### src/rtl/fltsup_pkg.sv
package fltsup_pkg;

    typedef enum logic [2:0] {
        SUP_RUN  = 3'd0,
        SUP_RIDE = 3'd1,
        SUP_HEAT = 3'd2,
        SUP_OFF  = 3'd3,
        SUP_COOL = 3'd4,
        SUP_SEQ  = 3'd5
    } sup_state_e;

    typedef struct packed {
        logic under;
        logic over;
        logic heat;
    } fault_vec_t;

    function automatic logic any_fault(input fault_vec_t f);
        return f.under | f.over | f.heat;
    endfunction

    function automatic logic volt_fault(input fault_vec_t f);
        return f.under | f.over;
    endfunction

    function automatic int cnt_width(input int n);
        return (n < 2) ? 1 : $clog2(n + 1);
    endfunction

endpackage

### src/rtl/frs_phase_timer.sv
module frs_phase_timer #(
    parameter int W = 8
) (
    input  logic         clk,
    input  logic         rst,
    input  logic         clr,
    input  logic         en,
    input  logic         tick,
    output logic [W-1:0] cnt
);
    always_ff @(posedge clk) begin
        if (rst || clr) begin
            cnt <= '0;
        end else if (en && tick) begin
            cnt <= cnt + W'(1);
        end
    end
endmodule

### src/rtl/frs_pg_hold.sv
module frs_pg_hold
    import fltsup_pkg::*;
#(
    parameter int HOLD_TICKS = 50000
) (
    input  logic clk,
    input  logic rst,
    input  logic tick,
    input  logic trigger,
    output logic busy
);
    localparam int HW = cnt_width(HOLD_TICKS);

    logic [HW-1:0] left;

    always_ff @(posedge clk) begin
        if (rst) begin
            left <= '0;
        end else if (trigger) begin
            left <= HW'(HOLD_TICKS);
        end else if (tick && left != '0) begin
            left <= left - HW'(1);
        end
    end

    assign busy = (left != '0);

    // without a new trigger the remaining hold never grows
    a_r2_hold_never_grows: assert property (@(posedge clk) disable iff (rst)
        !trigger |=> (left <= $past(left)));

    // a trigger always leaves the hold running
    a_r2_hold_armed: assert property (@(posedge clk) disable iff (rst)
        trigger |=> busy);
endmodule

### src/rtl/frs_restart_seq.sv
module frs_restart_seq
    import fltsup_pkg::*;
#(
    parameter int N_CH      = 4,
    parameter int GAP_TICKS = 500
) (
    input  logic            clk,
    input  logic            rst,
    input  logic            tick,
    input  logic            start,
    input  logic            abort,
    output logic [N_CH-1:0] mask,
    output logic            busy
);
    localparam int GW = cnt_width(GAP_TICKS);
    localparam int IW = (N_CH > 1) ? $clog2(N_CH) : 1;

    logic [GW-1:0] gap;
    logic [IW-1:0] idx;
    logic [IW-1:0] next_idx;

    assign next_idx = idx + IW'(1);

    always_ff @(posedge clk) begin
        if (rst || abort) begin
            mask <= '0;
            idx  <= '0;
            gap  <= '0;
            busy <= 1'b0;
        end else if (start) begin
            mask <= N_CH'(1);
            idx  <= '0;
            gap  <= '0;
            busy <= (N_CH > 1);
        end else if (busy && tick) begin
            if (gap == GW'(GAP_TICKS - 1)) begin
                gap            <= '0;
                idx            <= next_idx;
                mask[next_idx] <= 1'b1;
                busy           <= (next_idx != IW'(N_CH - 1));
            end else begin
                gap <= gap + GW'(1);
            end
        end
    end

    // while sequencing, granted slots stay granted and at most one is added per step
    a_r8_mask_grows: assert property (@(posedge clk) disable iff (rst)
        (busy && !abort && !start) |=>
            (((mask & $past(mask)) == $past(mask)) &&
             ($countones(mask) <= $countones($past(mask)) + 1)));

    // an abort clears every grant
    a_r11_abort_clears: assert property (@(posedge clk) disable iff (rst)
        abort |=> (mask == '0 && !busy));
endmodule

### src/rtl/fault_restart_supervisor.sv
module fault_restart_supervisor
    import fltsup_pkg::*;
#(
    parameter int N_CH        = 4,
    parameter int GRACE_TICKS = 5000,
    parameter int HOLD_TICKS  = 50000,
    parameter int COOL_TICKS  = 2000000,
    parameter int GAP_TICKS   = 500
) (
    input  logic            clk,
    input  logic            rst,
    input  logic            tick,
    input  logic            uv_in,
    input  logic            ov_in,
    input  logic            ot_in,
    input  logic [N_CH-1:0] ch_en,
    output logic [N_CH-1:0] run_en,
    output logic            pg_force_low
);
    localparam int PHASE_MAX = (GRACE_TICKS > COOL_TICKS) ? GRACE_TICKS : COOL_TICKS;
    localparam int PW        = cnt_width(PHASE_MAX);

    fault_vec_t      flt;
    sup_state_e      st, nxt;
    logic [PW-1:0]   phase_cnt;
    logic            grace_hit, cool_hit;
    logic            anyf, volt;
    logic            hot_q;
    logic            hold_trig, hold_busy;
    logic            seq_start, seq_abort, seq_busy;
    logic [N_CH-1:0] seq_mask;
    logic [N_CH-1:0] permit;

    assign flt  = '{under: uv_in, over: ov_in, heat: ot_in};
    assign anyf = any_fault(flt);
    assign volt = volt_fault(flt);

    assign grace_hit = tick && (phase_cnt == PW'(GRACE_TICKS - 1));
    assign cool_hit  = tick && (phase_cnt == PW'(COOL_TICKS - 1));

    always_comb begin
        nxt = st;
        case (st)
            SUP_RUN:  if (flt.heat) nxt = SUP_HEAT;
                      else if (volt) nxt = SUP_RIDE;
            SUP_RIDE: if (flt.heat) nxt = SUP_HEAT;
                      else if (!volt) nxt = SUP_RUN;
                      else if (grace_hit) nxt = SUP_OFF;
            SUP_HEAT: if (grace_hit) nxt = SUP_OFF;
            SUP_OFF:  if (!anyf) nxt = hot_q ? SUP_COOL : SUP_SEQ;
            SUP_COOL: if (anyf) nxt = SUP_OFF;
                      else if (cool_hit) nxt = SUP_SEQ;
            SUP_SEQ:  if (anyf) nxt = SUP_OFF;
                      else if (!seq_busy) nxt = SUP_RUN;
            default:  nxt = SUP_OFF;
        endcase
    end

    assign seq_start = (nxt == SUP_SEQ) && (st != SUP_SEQ);
    assign seq_abort = (st == SUP_SEQ) && anyf;
    assign hold_trig = anyf && (st == SUP_RUN || st == SUP_COOL || st == SUP_SEQ);

    always_ff @(posedge clk) begin
        if (rst) begin
            st    <= SUP_RUN;
            hot_q <= 1'b0;
        end else begin
            st <= nxt;
            if (seq_start) begin
                hot_q <= 1'b0;
            end else if (flt.heat) begin
                hot_q <= 1'b1;
            end
        end
    end

    frs_phase_timer #(
        .W (PW)
    ) i_phase (
        .clk  (clk),
        .rst  (rst),
        .clr  (nxt != st),
        .en   (st == SUP_RIDE || st == SUP_HEAT || st == SUP_COOL),
        .tick (tick),
        .cnt  (phase_cnt)
    );

    frs_pg_hold #(
        .HOLD_TICKS (HOLD_TICKS)
    ) i_hold (
        .clk     (clk),
        .rst     (rst),
        .tick    (tick),
        .trigger (hold_trig),
        .busy    (hold_busy)
    );

    frs_restart_seq #(
        .N_CH      (N_CH),
        .GAP_TICKS (GAP_TICKS)
    ) i_seq (
        .clk   (clk),
        .rst   (rst),
        .tick  (tick),
        .start (seq_start),
        .abort (seq_abort),
        .mask  (seq_mask),
        .busy  (seq_busy)
    );

    always_comb begin
        case (st)
            SUP_RUN, SUP_RIDE, SUP_HEAT: permit = '1;
            SUP_SEQ:                     permit = seq_mask;
            default:                     permit = '0;
        endcase
    end

    for (genvar g = 0; g < N_CH; g++) begin : g_gate
        assign run_en[g] = ch_en[g] & permit[g];
    end

    assign pg_force_low = (st != SUP_RUN) || hold_busy;

    // a fault seen while running forces power-good low next cycle
    a_r2_pg_low_on_fault: assert property (@(posedge clk) disable iff (rst)
        (anyf && st == SUP_RUN) |=> pg_force_low);

    // a voltage fault reaching the end of its grace removes all permission
    a_r4_volt_shutdown: assert property (@(posedge clk) disable iff (rst)
        (st == SUP_RIDE && grace_hit && volt && !flt.heat) |=> (run_en == '0));

    // over-temperature grace expiry removes all permission
    a_r6_heat_shutdown: assert property (@(posedge clk) disable iff (rst)
        (st == SUP_HEAT && grace_hit) |=> (run_en == '0));

    // a fault during the restart sequence stops every channel
    a_r11_abort_drops: assert property (@(posedge clk) disable iff (rst)
        (st == SUP_SEQ && anyf) |=> (run_en == '0));

    // power-good is never released while the sequence is still running
    a_r9_release_idle: assert property (@(posedge clk) disable iff (rst)
        $fell(pg_force_low) |-> !seq_busy);
endmodule

### config.mk
export PLATFORM = sky130hd
export DESIGN_NAME = fault_restart_supervisor
export DESIGN_NICKNAME = d
export VERILOG_FILES = /design/src/rtl/fltsup_pkg.sv /design/src/rtl/frs_phase_timer.sv /design/src/rtl/frs_pg_hold.sv /design/src/rtl/frs_restart_seq.sv /design/src/rtl/fault_restart_supervisor.sv
export SDC_FILE = /design/constraint.sdc
export NUM_CORES = 1
export LEC_CHECK = 0
export BUFFER_PORTS_ARGS = -buffer_cell sky130_fd_sc_hd__buf_2
export CORE_ASPECT_RATIO = 1.5
export CORE_UTILIZATION = 35
export CTS_CLUSTER_SIZE = 8
export DETAILED_ROUTE_END_ITERATION = 7
export GPL_ROUTABILITY_DRIVEN = 0
export SYNTH_ARGS = -nofsm -noshare
export SYNTH_HDL_FRONTEND = slang
export SYNTH_SLANG_ARGS = --single-unit
export TNS_END_PERCENT = 5
### constraint.sdc
create_clock -name clk -period 2 [get_ports clk]
set_input_delay 0 -clock clk [delete_from_list [all_inputs] [get_ports clk]]
set_output_delay 0 -clock clk [all_outputs]
set_load 0.03 [all_outputs]
==> results of run 1 <==
## repair_timing
| item | CTS | global route |
|---|---|---|
| gates resized for setup | 1 | 11 |
| buffers inserted | 1 | 0 |
| hold endpoints to repair | 1 | 0 |
| endpoints found under the setup margin | 1 | 36 |
| pin swaps | 1 | 4 |
| hold buffers | 1 | 0 |
## critical path: cells and delay by family, from the launching register on
family,cells,cell delay [ns]
buf+inv,1,0.19
flops,1,0.32
simple gates,4,1.07
## power groups by stage
stage | sequential (mW) | combinational [mW] | clock (mW)
after detailed placement | 1.24 | 0.357 | 0
after floorplan | 1.23 | 0.278 | 0
after global placement | 1.24 | 0.354 | 0
after global routing | 1.22 | 0.405 | 1.52
final | 1.22 | 0.367 | 1.43
after CTS | 1.22 | 0.367 | 1.45
## cells in the final DEF (no fill, tap or decap), drive strengths merged, types with 9 or more instances in the layout
| cell | n |
|---|---|
| nor2 | 59 |
| dfxtp | 57 |
| buf | 41 |
| nand2 | 34 |
| a21oi | 24 |
| xnor2 | 21 |
| nor3 | 20 |
| xor2 | 17 |
| clkbuf | 13 |
| nand3 | 11 |
| nor4 | 10 |
| nand4 | 9 |
## layer usage
metal  global-route usage, %  share of wire, %
met5                       0                 0
met4                    8.05               1.9
met3                    4.60               2.7
met2                    30.0                54
met1                    16.4                41
## cells by family (layout without fill, tap and decap cells)
kind of cell               after synthesis  count (layout)  share of synthesized area, %
adders and majority gates                7               7                          2.92
AOI/OAI and AO/OA                       50              50                          10.9
and+or+nand+nor                        179             179                          32.2
xor gates and xnor gates                38              38                          11.1
DFF                                     57              57                          38.0
muxes                                    3               3                          1.13
buffers and inverters                   20              67                          3.71
## registers in the layout, summed over array words and instances (netlist names)
signal / cells
i_seq.gap: 9
i_seq.idx: 2
i_seq.busy: 1
i_hold.left: 16
i_seq.mask: 4
hot_q: 1
st: 3
i_phase.cnt: 21
## per-stage QoR
| stage | cell area (sq um) | std cells | hold WS [ns] | setup slack (ns) | TNS (ns) |
|---|---|---|---|---|---|
| 2_1_floorplan | 3000 | 354 | 0.156 | 0.212 | 0 |
| 3_3_place_gp | 3340 | 490 | 0.331 | 0.0683 | 0 |
| 3_5_place_dp | 3340 | 490 | 0.336 | 0.0714 | 0 |
| 4_1_cts | 3640 | 508 | 0.0364 | 0.0263 | 0 |
| 5_1_grt | 3710 | 508 | 0.0663 | -0.0145 | -0.0145 |
| 6_report | 3710 | 508 | 0.0488 | 0.0933 | 0 |
## worst max-delay path by stage
stage / slack (ns) / depth (start not counted) / endpoint / from
after floorplan: 0.21 / 7 / i_phase.cnt[19] / i_phase.cnt[14]
after global placement: 0.07 / 8 / i_phase.cnt[17] / i_phase.cnt[18]
after detailed placement: 0.07 / 8 / i_seq.gap[4] / i_phase.cnt[0]
after CTS: 0.03 / 5 / pg_force_low / i_hold.left[4]
after global routing: -0.01 / 7 / i_phase.cnt[19] / i_phase.cnt[3]
final: 0.09 / 5 / pg_force_low / i_hold.left[7]
## cell type report
| class | instances | area (sq um) |
|---|---|---|
| fill | 831 | 4660 |
| sequential | 57 | 1140 |
| tap | 107 | 134 |
| clock inverter | 4 | 27.5 |
| inverter | 8 | 30.0 |
| multi-input combinational | 277 | 1810 |
| clock buffer | 12 | 256 |
| timing repair buffer | 43 | 305 |
==> impl_metrics.ini, run 1 <==
[setup_path]
cp_max_fo = 5
r2r_end = i_phase.cnt[19]
ff2ff_setup_slack_ns = 0.11
crit_type = flop to primary output
cp_slowest_cell = or4_4
crit_path_end_kind = primary output
required_ns = 2.00
cp_cell_sequence = or4_4, nand4b_1, nor2_2, nand3b_1, clkbuf_4
r2r-start = i_phase.cnt[3]
cp_data_arrival_time_ns = 1.91
max_stage_delay_ns = 0.58
start_kind = flop
rr_worst_depth = 7

[sta]
finalCritPeriodShare_pct = 95.3
rsz0062_at_grt = true
finalSetupViolations = 0
tightestPinTransition_ns = 0.409
maxSlewViolCount = 0
max_slew_margin_pct = 72.0
fmax_ghz = 0.524
hold_violations = 0
period_needed_ns = 1.91
fin_skew_ns = 0.00824

[layout]
antenna_cells = 0
drive_gt1_share_pct = 21.7
nNetsFinal = 413
final_util_pct = 44.3
syn_to_final_growth_pct = 23.6

[worst_hold_path]
hold_path_depth = 3
hold_start = ov_in
hold_path_class = input pin to flop
whs_endpoint = st[2]

[yosys]
async_flop_share_pct = 0
syn-mean-instance-area_sq_um = 8.47
syn_area_sq_um = 3000
synth_top_area_cell = dfxtp_1
ys_seq_area_share_pct = 38.0
synth_warnings = 0
synth_top_area_share_pct = 38.0
syn_nets = 371
synth_ff_type = dfxtp_1
syn_inst = 354
synth_area_leaders = dfxtp_1, nor2_1, xnor2_1
yosysMostFrequentCell = nor2_1
yosys-top-cells-count = nor2_1, dfxtp_1, nand2_1, a21oi_1, xnor2_1
synth_edf_count = 0
ys_seq_elements = 57
ys_types = 60

[global_routing]
overflow = 0
antenna_found_initial = 0
grt_pass1_vias = 2487
grt_max_degree = 22
grt_usage_pct = 16.2
grt_pass1_wl_um = 11200

[floorplanning]
start_util_pct = 35.9
coreArea_sq_um = 8360
rows = 41
io_pins = 15
dieHeight_um = 115
die_w_um = 77.6
die_area_sq_um = 8950

[pwr]
leakagePower_nw = 1.37
pwr-share-clk_pct = 47.4
power_mw = 3.01
p_seq_share_pct = 40.4
vdd_ir_drop_max_v = 0.000451
switchingPower_uw = 772
powerDensity_nw_per_um2 = 812
p_int_mw = 2.24
comb_power_share_pct = 12.2
swShare_pct = 25.7

[job]
maxCapViolCount = 0

[clock_tree]
clock_path_buffers = 2
numCtsBuffers = 9
cts.sinks = 57
worstSkewPairLatency_ns = 0.33
cts_max_level = 3
clock-root-buffer = clkbuf_16
cts.clk_slew.worst_paths_ns = 0.05
cts_tree = yes

[routing]
drtIter0Drc = 108
num_vias = 2570
route.detailed.drc = 0
drt-pass1-iter-count = 4
wl_um = 6640
wl_per_cell_um = 13.1
vias_per_cell = 5.06
ant_nets = 0

[placement]
io_buffers = 14
dp_hpwl_um = 4840

[run_status]
status = finished clean
(Power assumes the default switching activity.)
==> inputs of run 2 (changes only) <==
- CORE_UTILIZATION: 35 -> 30
==> impl_metrics.ini, run 2 (synthesis results as in run 1) <==
[run_status]
status = finished clean

[sta]
finalSetupViolations = 0
finalCritPeriodShare_pct = 96.9
rsz0062_at_grt = true
max_slew_margin_pct = 70.4
maxSlewViolCount = 0
fin_ws_ns = 0.0624
fin_skew_ns = 0.00614
period_needed_ns = 1.94
hold_violations = 0
tightestPinTransition_ns = 0.441
fmax_ghz = 0.516

[setup_path]
cp_cell_sequence = ha_1, and2_1, nand4_1, nor4_2, buf_4, o31ai_2, nand2b_4, nor3_1
cp.depth = 8
start_kind = flop
crit_type = flop to flop
cp_data_arrival_time_ns = 2.19
cpLargestDelayFamily = simple AND/OR/NAND/NOR gates
cp_slowest_cell = o31ai_2
cp_max_fo = 14
rr_worst_depth = 8
crit_path_end_kind = flop
max_stage_delay_ns = 0.44
required_ns = 2.25
cp_num_buf_inv = 1

[placement]
dp_hpwl_um = 4620
io_buffers = 14
dp_slack_ns = -0.135

[clock_tree]
clock-root-buffer = clkbuf_16
worstSkewPairLatency_ns = 0.33
cts_tree = yes
cts_max_level = 3
cts.clk_slew.worst_paths_ns = 0.05
clock_path_buffers = 2
cts.sinks = 57
numCtsBuffers = 9

[pwr]
powerDensity_nw_per_um2 = 854
power_mw = 3.17
leakagePower_nw = 1.37
vdd_ir_drop_max_v = 0.000492

[global_routing]
antenna_found_initial = 0
overflow = 0
grt_usage_pct = 12.9
grt_pass1_wl_um = 10900
grt_max_degree = 22
grt_pass1_vias = 2564

[floorplanning]
die_w_um = 83.6
io_pins = 15
coreArea_sq_um = 9690
rows = 44
start_util_pct = 31.0
die_area_sq_um = 10400
dieHeight_um = 124

[job]
maxCapViolCount = 0

[layout]
nNetsFinal = 408
regMostFlops = i_phase.cnt
drive_gt1_share_pct = 21.0
largest_reg_flops = 21
layout_commonest_cell = nor2_1
reg_top3 = i_phase.cnt x21, i_hold.left x16, i_seq.gap x9
syn_to_final_growth_pct = 23.7
final_util_pct = 38.3
antenna_cells = 0
final_cell_mix = nor2_1, dfxtp_1, nand2_1, a21oi_1, buf_4

[worst_hold_path]
hold_path_depth = 3
hold_path_class = input pin to flop

[routing]
wl_per_cell_um = 12.2
ant_nets = 0
num_vias = 2555
wl_um = 6260
drt-pass1-iter-count = 4
route.detailed.drc = 0
vias_per_cell = 5.00
drtIter0Drc = 141
run 2: worst paths after layout:
kind / start / to / slack, ns
worst max register to register: i_phase.cnt[0] / i_seq.gap[5] / 0.06
worst min-delay path: ov_in / st[2] / 0.04
worst max-delay path: i_phase.cnt[0] / i_seq.gap[5] / 0.06
worst min register to register: i_seq.mask[3] / i_seq.mask[3] / 0.47
run 2: through the flow:
stage	cells	hold slack, ns	area (sq um)	TNS [ns]
after floorplan	354	0.156	3000	0
after global placement	493	0.337	3310	-2.52
after detailed placement	493	0.338	3310	-3.16
after CTS	510	0.0224	3650	-0.00558
after global routing	511	0.0371	3710	-0.191
final	511	0.0368	3710	0
run 2: tightest hold or removal path: stages:
cell,delay (ns)
buf_2,0.11
or3_4,0.16
a211oi_1,0.05
run 2: power by group:
group / internal [mW] / switching (mW)
clock: 1.08 / 0.509
combinational: 0.159 / 0.200
sequential: 1.17 / 0.0437
total: 2.41 / 0.753
run 2: layer usage:
layer | wire (um) | up-vias | global-route usage, % | part of all wire [%]
met5 | 0 | - | 0 | 0
met4 | 184 | 0 | 8.18 | 2.9
met3 | 144 | 14 | 3.11 | 2.3
met2 | 3290 | 25 | 23.4 | 53
met1 | 2640 | 1208 | 13.0 | 42
li1 | - | 1308 | - | -
run 2: area by class of cell:
type | instances | area (sq um)
clock buffers | 10 | 229
clock inverters | 6 | 82.6
fillers | 987 | 5980
inverters | 8 | 30.0
multi-input cells | 277 | 1820
flip-flops and latches | 57 | 1140
well taps | 115 | 144
repair buffers | 38 | 265
run 2: repair_timing:
action | 4_1_cts | 5_1_grt
endpoints found under the hold margin | 1 | 0
hold buffers | 1 | 0
pin swaps | 0 | 4
setup endpoints to repair | 35 | 36
setup buffers | 0 | 1
resized for setup | 3 | 10
